$ cat src/rtl/gpio_irq_pkg.sv
package gpio_irq_pkg;

  localparam logic [7:0] OFS_DOUT   = 8'h00;
  localparam logic [7:0] OFS_PINS   = 8'h04;
  localparam logic [7:0] OFS_DIR    = 8'h08;
  localparam logic [7:0] OFS_SET    = 8'h10;
  localparam logic [7:0] OFS_CLR    = 8'h14;
  localparam logic [7:0] OFS_EN     = 8'h20;
  localparam logic [7:0] OFS_RAW    = 8'h24;
  localparam logic [7:0] OFS_MSKST  = 8'h28;
  localparam logic [7:0] OFS_MASK   = 8'h2C;
  localparam logic [7:0] OFS_STCLR  = 8'h30;
  localparam logic [7:0] OFS_METH   = 8'h34;
  localparam logic [7:0] OFS_DUAL   = 8'h38;
  localparam logic [7:0] OFS_POL    = 8'h3C;

  // Trigger decision for one pin: lvl_mode=1 level, dual=1 both edges,
  // pol=0 rising/high, pol=1 falling/low.
  function automatic logic trig_hit(input logic lvl_mode, input logic dual,
                                    input logic pol, input logic cur,
                                    input logic prv);
    logic hit;
    if (lvl_mode)      hit = cur ^ pol;
    else if (dual)     hit = cur ^ prv;
    else if (pol)      hit = prv & ~cur;
    else               hit = cur & ~prv;
    return hit;
  endfunction

  // Sticky status update: an event wins over a same-cycle clear.
  function automatic logic stat_next(input logic cur, input logic clr,
                                     input logic evt);
    return (cur & ~clr) | evt;
  endfunction

endpackage

$ cat src/rtl/gpio_sync.sv
module gpio_sync #(
  parameter int N      = 32,
  parameter int STAGES = 2
) (
  input  logic         clk,
  input  logic         rst_n,
  input  logic [N-1:0] d,
  output logic [N-1:0] q
);

  logic [N-1:0] stg [STAGES];

  for (genvar s = 0; s < STAGES; s++) begin : g_stage
    if (s == 0) begin : g_first
      always_ff @(posedge clk or negedge rst_n) begin
        if (!rst_n) stg[0] <= '0;
        else        stg[0] <= d;
      end
    end else begin : g_next
      always_ff @(posedge clk or negedge rst_n) begin
        if (!rst_n) stg[s] <= '0;
        else        stg[s] <= stg[s-1];
      end
    end
  end

  assign q = stg[STAGES-1];

endmodule

$ cat src/rtl/gpio_edge_detect.sv
module gpio_edge_detect
  import gpio_irq_pkg::*;
#(
  parameter int N = 32
) (
  input  logic         clk,
  input  logic         rst_n,
  input  logic [N-1:0] lvl,
  input  logic [N-1:0] lvl_mode,
  input  logic [N-1:0] dual,
  input  logic [N-1:0] pol,
  output logic [N-1:0] evt
);

  logic [N-1:0] prev_q;

  always_ff @(posedge clk or negedge rst_n) begin
    if (!rst_n) prev_q <= '0;
    else        prev_q <= lvl;
  end

  for (genvar i = 0; i < N; i++) begin : g_pin
    assign evt[i] = trig_hit(lvl_mode[i], dual[i], pol[i], lvl[i], prev_q[i]);
  end

endmodule

$ cat src/rtl/gpio_irq_status.sv
module gpio_irq_status
  import gpio_irq_pkg::*;
#(
  parameter int N = 32
) (
  input  logic         clk,
  input  logic         rst_n,
  input  logic [N-1:0] evt,
  input  logic [N-1:0] clr,
  input  logic [N-1:0] en,
  input  logic [N-1:0] mask,
  output logic [N-1:0] raw,
  output logic [N-1:0] masked,
  output logic         irq
);

  logic [N-1:0] raw_nx;

  for (genvar i = 0; i < N; i++) begin : g_bit
    assign raw_nx[i] = stat_next(raw[i], clr[i], evt[i]);
  end

  always_ff @(posedge clk or negedge rst_n) begin
    if (!rst_n) raw <= '0;
    else        raw <= raw_nx;
  end

  assign masked = raw & en & ~mask;
  assign irq    = |masked;

endmodule

$ cat src/rtl/gpio_irq_ctrl.sv
module gpio_irq_ctrl
  import gpio_irq_pkg::*;
#(
  parameter int NPIN        = 32,
  parameter int ADDR_W      = 8,
  parameter int DATA_W      = 32,
  parameter int SYNC_STAGES = 2
) (
  input  logic              clk,
  input  logic              rst_n,
  input  logic [ADDR_W-1:0] bus_addr,
  input  logic              bus_we,
  input  logic [DATA_W-1:0] bus_wdata,
  output logic [DATA_W-1:0] bus_rdata,
  input  logic [NPIN-1:0]   pin_in,
  output logic [NPIN-1:0]   pin_out,
  output logic [NPIN-1:0]   pin_oe,
  output logic              irq_out
);

  logic [NPIN-1:0] dout_q, dir_q, en_q, mask_q, meth_q, dual_q, pol_q;
  logic [NPIN-1:0] pin_lvl, pin_evt, raw_st, msk_st, st_clr;
  logic [NPIN-1:0] wd;

  assign wd = bus_wdata[NPIN-1:0];

  function automatic logic hit(input logic [ADDR_W-1:0] a, input logic [7:0] ofs);
    return a == ADDR_W'(ofs);
  endfunction

  logic wr_set, wr_clr, wr_dir, wr_en, wr_mask, wr_stclr, wr_meth, wr_dual, wr_pol;
  assign wr_set   = bus_we && hit(bus_addr, OFS_SET);
  assign wr_clr   = bus_we && hit(bus_addr, OFS_CLR);
  assign wr_dir   = bus_we && hit(bus_addr, OFS_DIR);
  assign wr_en    = bus_we && hit(bus_addr, OFS_EN);
  assign wr_mask  = bus_we && hit(bus_addr, OFS_MASK);
  assign wr_stclr = bus_we && hit(bus_addr, OFS_STCLR);
  assign wr_meth  = bus_we && hit(bus_addr, OFS_METH);
  assign wr_dual  = bus_we && hit(bus_addr, OFS_DUAL);
  assign wr_pol   = bus_we && hit(bus_addr, OFS_POL);

  always_ff @(posedge clk or negedge rst_n) begin
    if (!rst_n) begin
      dout_q <= '0;
    end else if (wr_set) begin
      dout_q <= dout_q | wd;
    end else if (wr_clr) begin
      dout_q <= dout_q & ~wd;
    end
  end

  always_ff @(posedge clk or negedge rst_n) begin
    if (!rst_n) begin
      dir_q  <= '0;
      en_q   <= '0;
      mask_q <= '0;
      meth_q <= '0;
      dual_q <= '0;
      pol_q  <= '0;
    end else begin
      if (wr_dir)  dir_q  <= wd;
      if (wr_en)   en_q   <= wd;
      if (wr_mask) mask_q <= wd;
      if (wr_meth) meth_q <= wd;
      if (wr_dual) dual_q <= wd;
      if (wr_pol)  pol_q  <= wd;
    end
  end

  assign st_clr = wr_stclr ? wd : '0;

  gpio_sync #(.N(NPIN), .STAGES(SYNC_STAGES)) u_sync (
    .clk   (clk),
    .rst_n (rst_n),
    .d     (pin_in),
    .q     (pin_lvl)
  );

  gpio_edge_detect #(.N(NPIN)) u_det (
    .clk      (clk),
    .rst_n    (rst_n),
    .lvl      (pin_lvl),
    .lvl_mode (meth_q),
    .dual     (dual_q),
    .pol      (pol_q),
    .evt      (pin_evt)
  );

  gpio_irq_status #(.N(NPIN)) u_stat (
    .clk    (clk),
    .rst_n  (rst_n),
    .evt    (pin_evt),
    .clr    (st_clr),
    .en     (en_q),
    .mask   (mask_q),
    .raw    (raw_st),
    .masked (msk_st),
    .irq    (irq_out)
  );

  always_comb begin
    bus_rdata = '0;
    if      (hit(bus_addr, OFS_DOUT))  bus_rdata = DATA_W'(dout_q);
    else if (hit(bus_addr, OFS_PINS))  bus_rdata = DATA_W'(pin_lvl);
    else if (hit(bus_addr, OFS_DIR))   bus_rdata = DATA_W'(dir_q);
    else if (hit(bus_addr, OFS_EN))    bus_rdata = DATA_W'(en_q);
    else if (hit(bus_addr, OFS_RAW))   bus_rdata = DATA_W'(raw_st);
    else if (hit(bus_addr, OFS_MSKST)) bus_rdata = DATA_W'(msk_st);
    else if (hit(bus_addr, OFS_MASK))  bus_rdata = DATA_W'(mask_q);
    else if (hit(bus_addr, OFS_METH))  bus_rdata = DATA_W'(meth_q);
    else if (hit(bus_addr, OFS_DUAL))  bus_rdata = DATA_W'(dual_q);
    else if (hit(bus_addr, OFS_POL))   bus_rdata = DATA_W'(pol_q);
  end

  assign pin_out = dout_q;
  assign pin_oe  = dir_q;

endmodule

$ cat config.mk
export PLATFORM = sky130hd
export DESIGN_NAME = gpio_irq_ctrl
export DESIGN_NICKNAME = d
export VERILOG_FILES = /design/src/rtl/gpio_irq_pkg.sv /design/src/rtl/gpio_sync.sv /design/src/rtl/gpio_edge_detect.sv /design/src/rtl/gpio_irq_status.sv /design/src/rtl/gpio_irq_ctrl.sv
export SDC_FILE = /design/constraint.sdc
export NUM_CORES = 1
export LEC_CHECK = 0
export BUFFER_PORTS_ARGS = -buffer_cell sky130_fd_sc_hd__buf_2
export CORE_MARGIN = 10
export CORE_UTILIZATION = 55
export CTS_CLUSTER_DIAMETER = 150
export DETAILED_ROUTE_END_ITERATION = 12
export PLACE_DENSITY = 0.72
export SYNTH_ARGS = -nofsm -noshare
export SYNTH_HDL_FRONTEND = slang
export SYNTH_SLANG_ARGS = --single-unit
$ cat constraint.sdc
create_clock -name clk -period 2.7 [get_ports clk]
set_input_delay 0.405 -clock clk [delete_from_list [all_inputs] [get_ports clk]]
set_output_delay 0.405 -clock clk [all_outputs]
set_load 0.01 [all_outputs]
Yosys cells after proc, flatten, opt, wreduce, memory -nomap -nowiden --
Index checks and enable logic that the tools add are counted. W data, S select, Z words.
Word-level totals: RAM bits 0, bits of input ports 75, memories 0, latch bits 0, output and inout port bits 97, bits in registers 352, word-level logic and storage cells 438, ROM bits 0
Cells by class: reductions and logical operators 12, add/sub/neg operators 0, divide/modulo/power cells 0, shifts and indexed selects 0, mux-type cells 109, $mul 0, bitwise operators 294, $lt $le $gt $ge 0, equality and inequality tests 12
Operators by type and width (count):
- $mux W32 | 13
- $and A1 B1 Y1 | 96
- $and A32 B32 Y32 | 3
- $mux W1 | 96
- $not A1 Y1 | 96
- $eq A8 B6 Y1 const B | 8
- $not A32 Y32 | 2
- $xor A1 B1 Y1 | 64
- $or A1 B1 Y1 | 32
- $or A32 B32 Y32 | 1
- $reduce_or A32 Y1 | 1
- $eq A8 B5 Y1 const B | 2
- $logic_and A1 B1 Y1 | 9
- $eq A8 B3 Y1 const B | 1
- $eq A8 B4 Y1 const B | 1
- $logic_not A8 Y1 | 1
- $reduce_bool A2 Y1 | 1

Logic depth before layout (Yosys ltp) --
Gate-level depths: netlist of the first run.
word-level depth 11, mapped depth 8, gate-level depth less buffers 6

Modules after synthesis --
A second synthesis of the first run with hierarchy kept.
Second synthesis, totals: cells, all modules 1646, area total of the unflattened synthesis 18146.2 um^2
Modules (own cells, without submodules):
- gpio_irq_ctrl | times used 1, area each 11720.0 um^2, seq. area each 5605.4 um^2, cells each 1017
- gpio_edge_detect | times used 1, area each 3042.9 um^2, seq. area each 800.8 um^2, cells each 352
- gpio_sync | times used 1, area each 1841.8 um^2, seq. area each 1601.5 um^2, cells each 96
- gpio_irq_status | times used 1, area each 1541.5 um^2, seq. area each 800.8 um^2, cells each 181

Worst setup path before layout of the first run --
No wires, ideal clock.
path kind in2out, start in bus_addr[6], end out bus_rdata[22], cell stages on the path 7, path buffers 3, arrival 2.161 ns, required time 2.295 ns, slack 0.134 ns, cell sequence buf_4 -> or4_4 -> buf_6 -> buf_6 -> a2111oi_4 -> a211oi_1 -> nor4_1
On the way: word-level cells in the longest chain between the ends 11
RTL lines:
- start: declaration | line gpio_irq_ctrl.sv:11 | input logic [ADDR_W-1:0] bus_addr,
- $eq A8 B6 Y1 | line gpio_irq_ctrl.sv:28 | return a == ADDR_W'(ofs);
- $mux W32 | line gpio_irq_ctrl.sv:112 | else if (hit(bus_addr, OFS_POL)) bus_rdata = DATA_W'(pol_q);
- $mux W32 | line gpio_irq_ctrl.sv:111 | else if (hit(bus_addr, OFS_DUAL)) bus_rdata = DATA_W'(dual_q);
- $mux W32 | line gpio_irq_ctrl.sv:110 | else if (hit(bus_addr, OFS_METH)) bus_rdata = DATA_W'(meth_q);
- $mux W32 | line gpio_irq_ctrl.sv:109 | else if (hit(bus_addr, OFS_MASK)) bus_rdata = DATA_W'(mask_q);
- $mux W32 | line gpio_irq_ctrl.sv:108 | else if (hit(bus_addr, OFS_MSKST)) bus_rdata = DATA_W'(msk_st);
- $mux W32 | line gpio_irq_ctrl.sv:107 | else if (hit(bus_addr, OFS_RAW)) bus_rdata = DATA_W'(raw_st);
- $mux W32 | line gpio_irq_ctrl.sv:106 | else if (hit(bus_addr, OFS_EN)) bus_rdata = DATA_W'(en_q);
- $mux W32 | line gpio_irq_ctrl.sv:105 | else if (hit(bus_addr, OFS_DIR)) bus_rdata = DATA_W'(dir_q);
- $mux W32 | line gpio_irq_ctrl.sv:104 | else if (hit(bus_addr, OFS_PINS)) bus_rdata = DATA_W'(pin_lvl);
- $mux W32 (*) | line gpio_irq_ctrl.sv:103 | if (hit(bus_addr, OFS_DOUT)) bus_rdata = DATA_W'(dout_q);
- end: declaration | line gpio_irq_ctrl.sv:14 | output logic [DATA_W-1:0] bus_rdata,
Mark *: on every way between the ends. The rest lies on a longest branch, timed or not.

Worst setup path in the final report of the first run --
start reg en_q[4], end out irq_out
On the way: word-level cells in the longest chain between the ends 3
RTL lines:
- start: declaration | line gpio_irq_ctrl.sv:21 | logic [NPIN-1:0] dout_q, dir_q, en_q, mask_q, meth_q, dual_q, pol_q;
- start signal: assignment | line gpio_irq_ctrl.sv:62 | if (wr_en) en_q <= wd;
- $and A32 B32 Y32 (2 in a row) | line gpio_irq_status.sv:28 | assign masked = raw & en & ~mask;
- $reduce_or A32 Y1 | line gpio_irq_status.sv:29 | assign irq = |masked;
- end: declaration | line gpio_irq_ctrl.sv:18 | output logic irq_out
Every way passes these cells.

==> results of run 1 <==
## area by class of cell
| class | count | area share |
|---|---|---|
| Sequential cell | 352 | 0.397 |
| Antenna cell | 2 | 0.000225 |
| Timing Repair Buffer | 351 | 0.123 |
| Inverter | 75 | 0.0127 |
| Clock inverter | 9 | 0.00626 |
| Tap cell | 402 | 0.0227 |
| Multi-Input combinational cell | 999 | 0.386 |
| Clock buffer | 60 | 0.0521 |
## metrics by stage
step / hold WS (ps) / total power [W] / utilization
floorplan: 109 / 0.00626 / -
global placement: 332 / 0.00678 / 0.627
detailed placement: 335 / 0.00683 / 0.627
CTS: 171 / 0.0123 / 0.682
global route: 195 / 0.0127 / 0.703
finish: 184 / 0.0123 / 0.703
## where the power goes
group	internal (W)	total, W	switching [W]
registers	0.00549	0.00571	0.000221
clock network	0.00324	0.00541	0.00217
logic	0.000519	0.00117	0.000650
## worst reg2reg max path, delay by kind of cell (launching register included)
family	cells	cell delay, ps
flip-flops	1	460
AND/OR/NAND/NOR	1	120
adder cells (fa/ha/maj)	1	230
AO/OA/AOI/OAI	3	650
## flip-flops by register name, summed over array words and instances (netlist names), named ones only
name,cells
u_det.prev_q,32
u_sync.stg,32
mask_q,32
meth_q,32
en_q,32
u_stat.raw,32
u_sync.q,32
pin_oe,32
dual_q,32
pol_q,32
## synth_stat cells (35+ instances only)
| library cell | count |
|---|---|
| a211oi_1 | 70 |
| a21oi_1 | 100 |
| buf_2 | 36 |
| clkbuf_1 | 45 |
| dfrtp_1 | 352 |
| ha_1 | 64 |
| inv_1 | 73 |
| mux2_1 | 39 |
| mux2_2 | 187 |
| nand2_1 | 77 |
| nor2b_1 | 35 |
## routing by layer
metal,up-vias,global-route usage,part of all wire
met1,7375,0.377,0.40
li1,6253,-,-
met2,893,0.435,0.46
met4,2,0.118,0.040
met3,158,0.0681,0.11
met5,-,0,0.00023
## cells by family (layout without fill, tap and decap cells)
| logic type | count (synthesis) | after routing | synth area share |
|---|---|---|---|
| compound gates | 389 | 389 | 0.159 |
| xor+xnor | 32 | 32 | 0.0159 |
| fa+ha+maj | 64 | 64 | 0.0456 |
| buf+inv | 168 | 495 | 0.0402 |
| flops | 352 | 352 | 0.501 |
| mux | 235 | 235 | 0.150 |
| other cells | 0 | 2 | 0 |
| simple gates | 278 | 279 | 0.0884 |
## worst max path at each step
stage | depth (start not counted) | slack, ps | to
after floorplan | 7 | 130 | bus_rdata[22]
after global placement | 7 | -70 | bus_rdata[21]
after detailed placement | 7 | -60 | bus_rdata[21]
after CTS | 5 | -210 | irq_out
after global routing | 6 | -240 | irq_out
final | 5 | -210 | irq_out
## repair_timing
item                                    in CTS  in global routing
buffers inserted                             5                  7
pin swaps                                    4                 28
hold endpoints to repair                    97                  0
gates resized for setup                     18                124
gates cloned                                 1                  3
endpoints found under the setup margin      19                 30
hold buffers                                33                  0
==> flow_summary_export.csv, run 1 <==
group,metric,value,unit
setup_path,critPathBufInv,1,
global_route,grt_pass1_vias,14700,
worst_hold_path,hold_depth,2,
worst_hold_path,min_to,"pin_oe[15]",
place,io_buffer_count,171,
layout,multi_input_area,8570,µm²
worst_hold_path,hold_path_class,"in2reg",
layout,final_common_cell,"dfrtp_1",
layout,fillers,2239,
layout,nets,1957,
setup_path,reg2reg_to,"u_stat.raw[21]",
drt,initialDrtViolationCount,1817,
clock_network,clk_latency,550,ps
clock_network,clock_path_buffers,3,
drt,wl_per_cell,25.5,µm
global_route,grt_max_degree,78,
setup_path,crit_path_max_incr_delay,580,ps
setup_path,reg2reg_depth,5,
place,place_congestion,0.921,
synthesis,synth_area,17600,µm²
die,die_y,199,µm
setup_path,crit_top_cell,"or4_4",
setup_path,crit_required,2300,ps
synthesis,synth-edff-count,0,
timing,max_freq,343,MHz
die,coreArea,31600,µm²
setup_path,end_kind,"primary output",
clock_network,htreeDepth,2,
power,powerDensity,554,nW/µm²
clock_network,cts_tree,"done",
layout,final_cell_mix,"352 x dfrtp_1, 187 x mux2_2, 163 x buf_2",
clock_network,path_clk_slew,60,ps
die,io_pins,172,
layout,final_cell_area,22200,µm²
setup_path,worstSetupPathType,"reg2out",
timing,hold_viol,0,
die,initial_utilization,0.557,
flow_run,maxCapViolations,0,
run_status,status,"finished, violations left",
drt,routed_wl,57300,µm
die,dieWidth,199,µm
global_route,antenna_found_initial,3,
drt,ant_nets,0,
clock_network,clock-root-buffer,"clkbuf_16",
die,die-area,39500,µm²
clock_network,clkSinkCount,352,
drt,drt-vias-per-instance,6.52,
layout,seq_area,8810,µm²
synthesis,synth_warnings,0,
synthesis,synthCells,1518,
place,dp_cells,2130,
synthesis,syn_nets,1657,
run_status,violations,"setup timing",
drt,vias,14700,
setup_path,cp_slowest_cell,"or4_4",
place,dp_slack,-62.0,ps
worst_hold_path,worst_hold_startpoint,"bus_wdata[15]",
synthesis,yosysTopAreaCell,"dfrtp_1",
synthesis,ys_seq_area_frac,0.501,
layout,drive_gt1_frac,0.350,
setup_path,critPathLaunchType,"register",
synthesis,synth_cell_type_count,66,
synthesis,yosysTopAreaCellShare,0.501,
setup_path,critPathTopFamily,"simple AND/OR/NAND/NOR gates",
setup_path,cp_max_fo,2,
place,dpl_cell_area,19800,µm²
synthesis,ys_top_cells_by_area,"dfrtp_1 50%, mux2_2 12%, ha_1 4.6%",
timing,period_minus_slack,2910,ps
synthesis,yosys_most_used_dff,"dfrtp_1",
timing,rsz0062_at_grt,"yes",
timing,maxSlewHeadroom,0.598,
synthesis,synth.avg_cell_area,11.6,µm²
clock_network,cts_made_buffers,39,
timing,tns,-678,ps
timing,setup_ws,-211,ps
power,ir_worst_vdd,0.000493,V
setup_path,reg2reg_from,"u_sync.q[21]",
timing,setup_viol,17,
timing,fin_skew,15.5,ps
timing,tightest_slew,602,ps
global_route,grt_first_pass_wirelength,86300,µm
die,core.rowCount,65,
global_route,grt_usage,0.283,
global_route,overflow,0,
timing,drv_slew,0,
setup_path,worstPathArrival,2510,ps
place,dp_hpwl,37800,µm
drt,route.detailed.drc,0,
setup_path,crit_chain,"and3b_1 > nand4b_1 > or4_4 > or4_4 > buf_6",
layout,fin_cells,2250,
drt,first_pass_iters,5,
setup_path,cp-startpoint,"en_q[4]",
power,power.leakage,10.7,nW
synthesis,synthArstFlopShare,1.00,
setup_path,r2r_setup_slack,1140,ps
layout,area_growth,26.3,%
synthesis,ys_seq_elements,352,
timing,finalCritPeriodShare,1.08,
Note: power is estimated with default switching activity, not from simulation.
==> run 2: changes to the inputs <==
RECOVER_POWER = 25   (was default)
SYNTH_HIERARCHICAL = 1   (was default)
==> flow_summary_export.csv, run 2 <==
group,metric,value,unit
clock_network,clock_path_buffers,3,
timing,tightest_slew,1710,ps
drt,ant_nets,0,
drt,drt-vias-per-instance,5.93,
run_status,violations,"capacitance limit, slew limit",
synthesis,synth-edff-count,0,
setup_path,cp_slowest_cell,"or4_1",
setup_path,crit_path_max_incr_delay,580,ps
setup_path,r2r_setup_slack,1190,ps
power,internal_power,0.00927,W
synthesis,yosysTopAreaCellShare,0.485,
layout,num_antenna_cells,0,
timing,drv_slew,63,
layout,final_common_cell,"dfrtp_1",
layout,drive_gt1_frac,0.308,
power,power.leakage,10.9,nW
drt,route.detailed.drc,0,
timing,max_freq,374,MHz
worst_hold_path,worst_hold_startpoint,"bus_wdata[25]",
power,p_comb_frac,0.100,
drt,first_pass_iters,8,
setup_path,crit_top_cell,"buf_2",
synthesis,synth.most_common_cell,"dfrtp_1",
setup_path,critPathLaunchType,"input port",
place,place_congestion,0.916,
die,dieWidth,202,µm
synthesis,yosysTopAreaCell,"dfrtp_1",
setup_path,crit_required,2300,ps
die,io_pins,172,
setup_path,worstPathArrival,2270,ps
timing,setup_ws,25.5,ps
timing,finalCritPeriodShare,0.991,
die,initial_utilization,0.558,
layout,area_growth,18.4,%
global_route,antenna_found_initial,0,
synthesis,synth_warnings,6,
layout,utilization,0.660,
setup_path,cp_max_fo,6,
flow_run,maxCapViolations,1,
timing,setup_viol,0,
clock_network,clk_latency,540,ps
place,io_buffer_count,171,
place,dp_hpwl,35000,µm
run_status,status,"finished, violations left",
timing,hold_viol,0,
synthesis,ys_seq_elements,352,
drt,initialDrtViolationCount,1111,
synthesis,synth_cell_type_count,53,
synthesis,ys_seq_area_frac,0.485,
drt,routed_wl,51200,µm
global_route,overflow,0,
global_route,grt_pass1_vias,14100,
setup_path,critPathBufInv,2,
power,netSwitchingFraction,0.251,
timing,tns,0,ps
clock_network,post_cts_buffers,0,
clock_network,cts_tree,"done",
die,die-area,40700,µm²
power,powerDensity,576,nW/µm²
power,ir_worst_vdd,0.000446,V
setup_path,crit_chain,"buf_2 > and4bb_4 > nand2_2 > or4_1 > a222oi_1 > buf_2",
die,coreArea,32500,µm²
clock_network,cts_made_buffers,39,
synthesis,yosys_most_used_dff,"dfrtp_1",
clock_network,path_clk_slew,60,ps
clock_network,htreeDepth,2,
setup_path,critPathTopFamily,"simple AND/OR/NAND/NOR gates",
synthesis,synth_area,18100,µm²
global_route,grt_first_pass_wirelength,80500,µm
synthesis,synthArstFlopShare,1.00,
place,dp_slack,-1.28,ps
clock_network,clock-root-buffer,"clkbuf_16",
timing,maxSlewHeadroom,-0.140,
setup_path,worstSetupPathType,"in2out",
layout,nets,1997,
synthesis,syn_nets,1785,
synthesis,synthCells,1646,
timing,fin_skew,13.4,ps
synthesis,ys_top_cells_by_area,"dfrtp_1 49%, mux2_2 15%, ha_1 4.4%",
timing,rsz0062_at_grt,"no",
setup_path,reg2reg_from,"u_sync/q[15]",
power,p_seq_frac,0.465,
drt,wl_per_cell,22.0,µm
global_route,grt_max_degree,73,
layout,final_cell_mix,"352 x dfrtp_1, 242 x mux2_2, 169 x buf_2",
setup_path,end_kind,"primary output",
drt,vias,13800,
die,core.rowCount,66,
timing,period_minus_slack,2670,ps
worst_hold_path,hold_path_class,"in2reg",
power,p_clk_frac,0.436,
global_route,grt_usage,0.247,
power,p_switching,0.00310,W
die,die_y,202,µm
synthesis,synth.avg_cell_area,11.0,µm²
clock_network,clkSinkCount,352,
synthesis,synth_common_cells,"352 x dfrtp_1, 242 x mux2_2, 149 x nand2_1, 101 x nor2_1, 99 x inv_1",
setup_path,cp-startpoint,"bus_addr[6]",
==> run 2: changes by cell type after synthesis, sizes merged, moves of 26 or more <==
cell,delta
buf,+28
a21oi,-37
a211oi,-68
a21o,+39
nor2,+65
mux2,+71
o221ai,-34
and2,+34
nand3b,-27
nand2,+76
inv,+26
nor3,-26
nor2b,-32
o22ai,+38
==> run 2: worst register-to-register path, cell delays in order (launching register included) <==
cell and delay, ps:
dfrtp_1 460, inv_1 70, ha_1 190, mux2_1 290, o21ai_1 150, nand2_1 90
a21o_1 150
==> run 2: final timing paths <==
check,end,cells past startpoint
max,bus_rdata[15],6
min,mask_q[25],2
max reg2reg,u_stat/raw[15],6
min reg2reg,u_sync/q[10],0
max in group asynchronous,pol_q[29],3
min in group asynchronous,u_sync/q[6],2
==> run 2: through the flow <==
stage	area, µm²	total power (W)	std cells	hold WS, ps
after detailed placement	19800	0.00702	2225	335
after floorplan	18100	0.00644	1646	109
final	21500	0.0124	2328	201
after global routing	21500	0.0128	2328	210
after global placement	19800	0.00697	2225	332
after CTS	21500	0.0125	2328	198
==> run 2: area by class of cell <==
| cell class | count | area [µm²] |
|---|---|---|
| Clock buffer | 53 | 1120 |
| Clock inverter | 16 | 183 |
| Fill cell | 2584 | 11000 |
| Inverter | 99 | 372 |
| Multi-Input combinational cell | 1075 | 8400 |
| Sequential cell | 352 | 8810 |
| Tap cell | 442 | 553 |
| Timing Repair Buffer | 291 | 2050 |
==> run 2: timing repair <==
item | CTS | global route
hold endpoints to repair | 91 | 0
setup endpoints to repair | 2 | 12
cloned | 1 | 0
hold buffers | 33 | 0
pin swaps | 1 | 3
gates resized for setup | 2 | 7
==> run 2: logic make-up after synthesis <==
kind of cell	share of synthesized area
simple gates	0.0956
flops	0.485
mux	0.195
compound gates	0.108
buf+inv	0.0552
fa+ha+maj	0.0441
xor+xnor	0.0159
==> run 2: power groups by stage <==
stage	combinational, W	clock, W	sequential, W
final	0.00123	0.00539	0.00575
after global routing	0.00135	0.00569	0.00578
after CTS	0.00123	0.00548	0.00574
after detailed placement	0.00118	0	0.00584
after global placement	0.00114	0	0.00582
after floorplan	0.000675	0	0.00576
==> run 2: metal layers <==
metal  vias up  global-route usage  share of wire
met5         -                   0              0
met4         0              0.0889          0.035
met3       113              0.0456          0.072
met2       586               0.415           0.49
met1      6907               0.312           0.41
li1       6209                   -              -
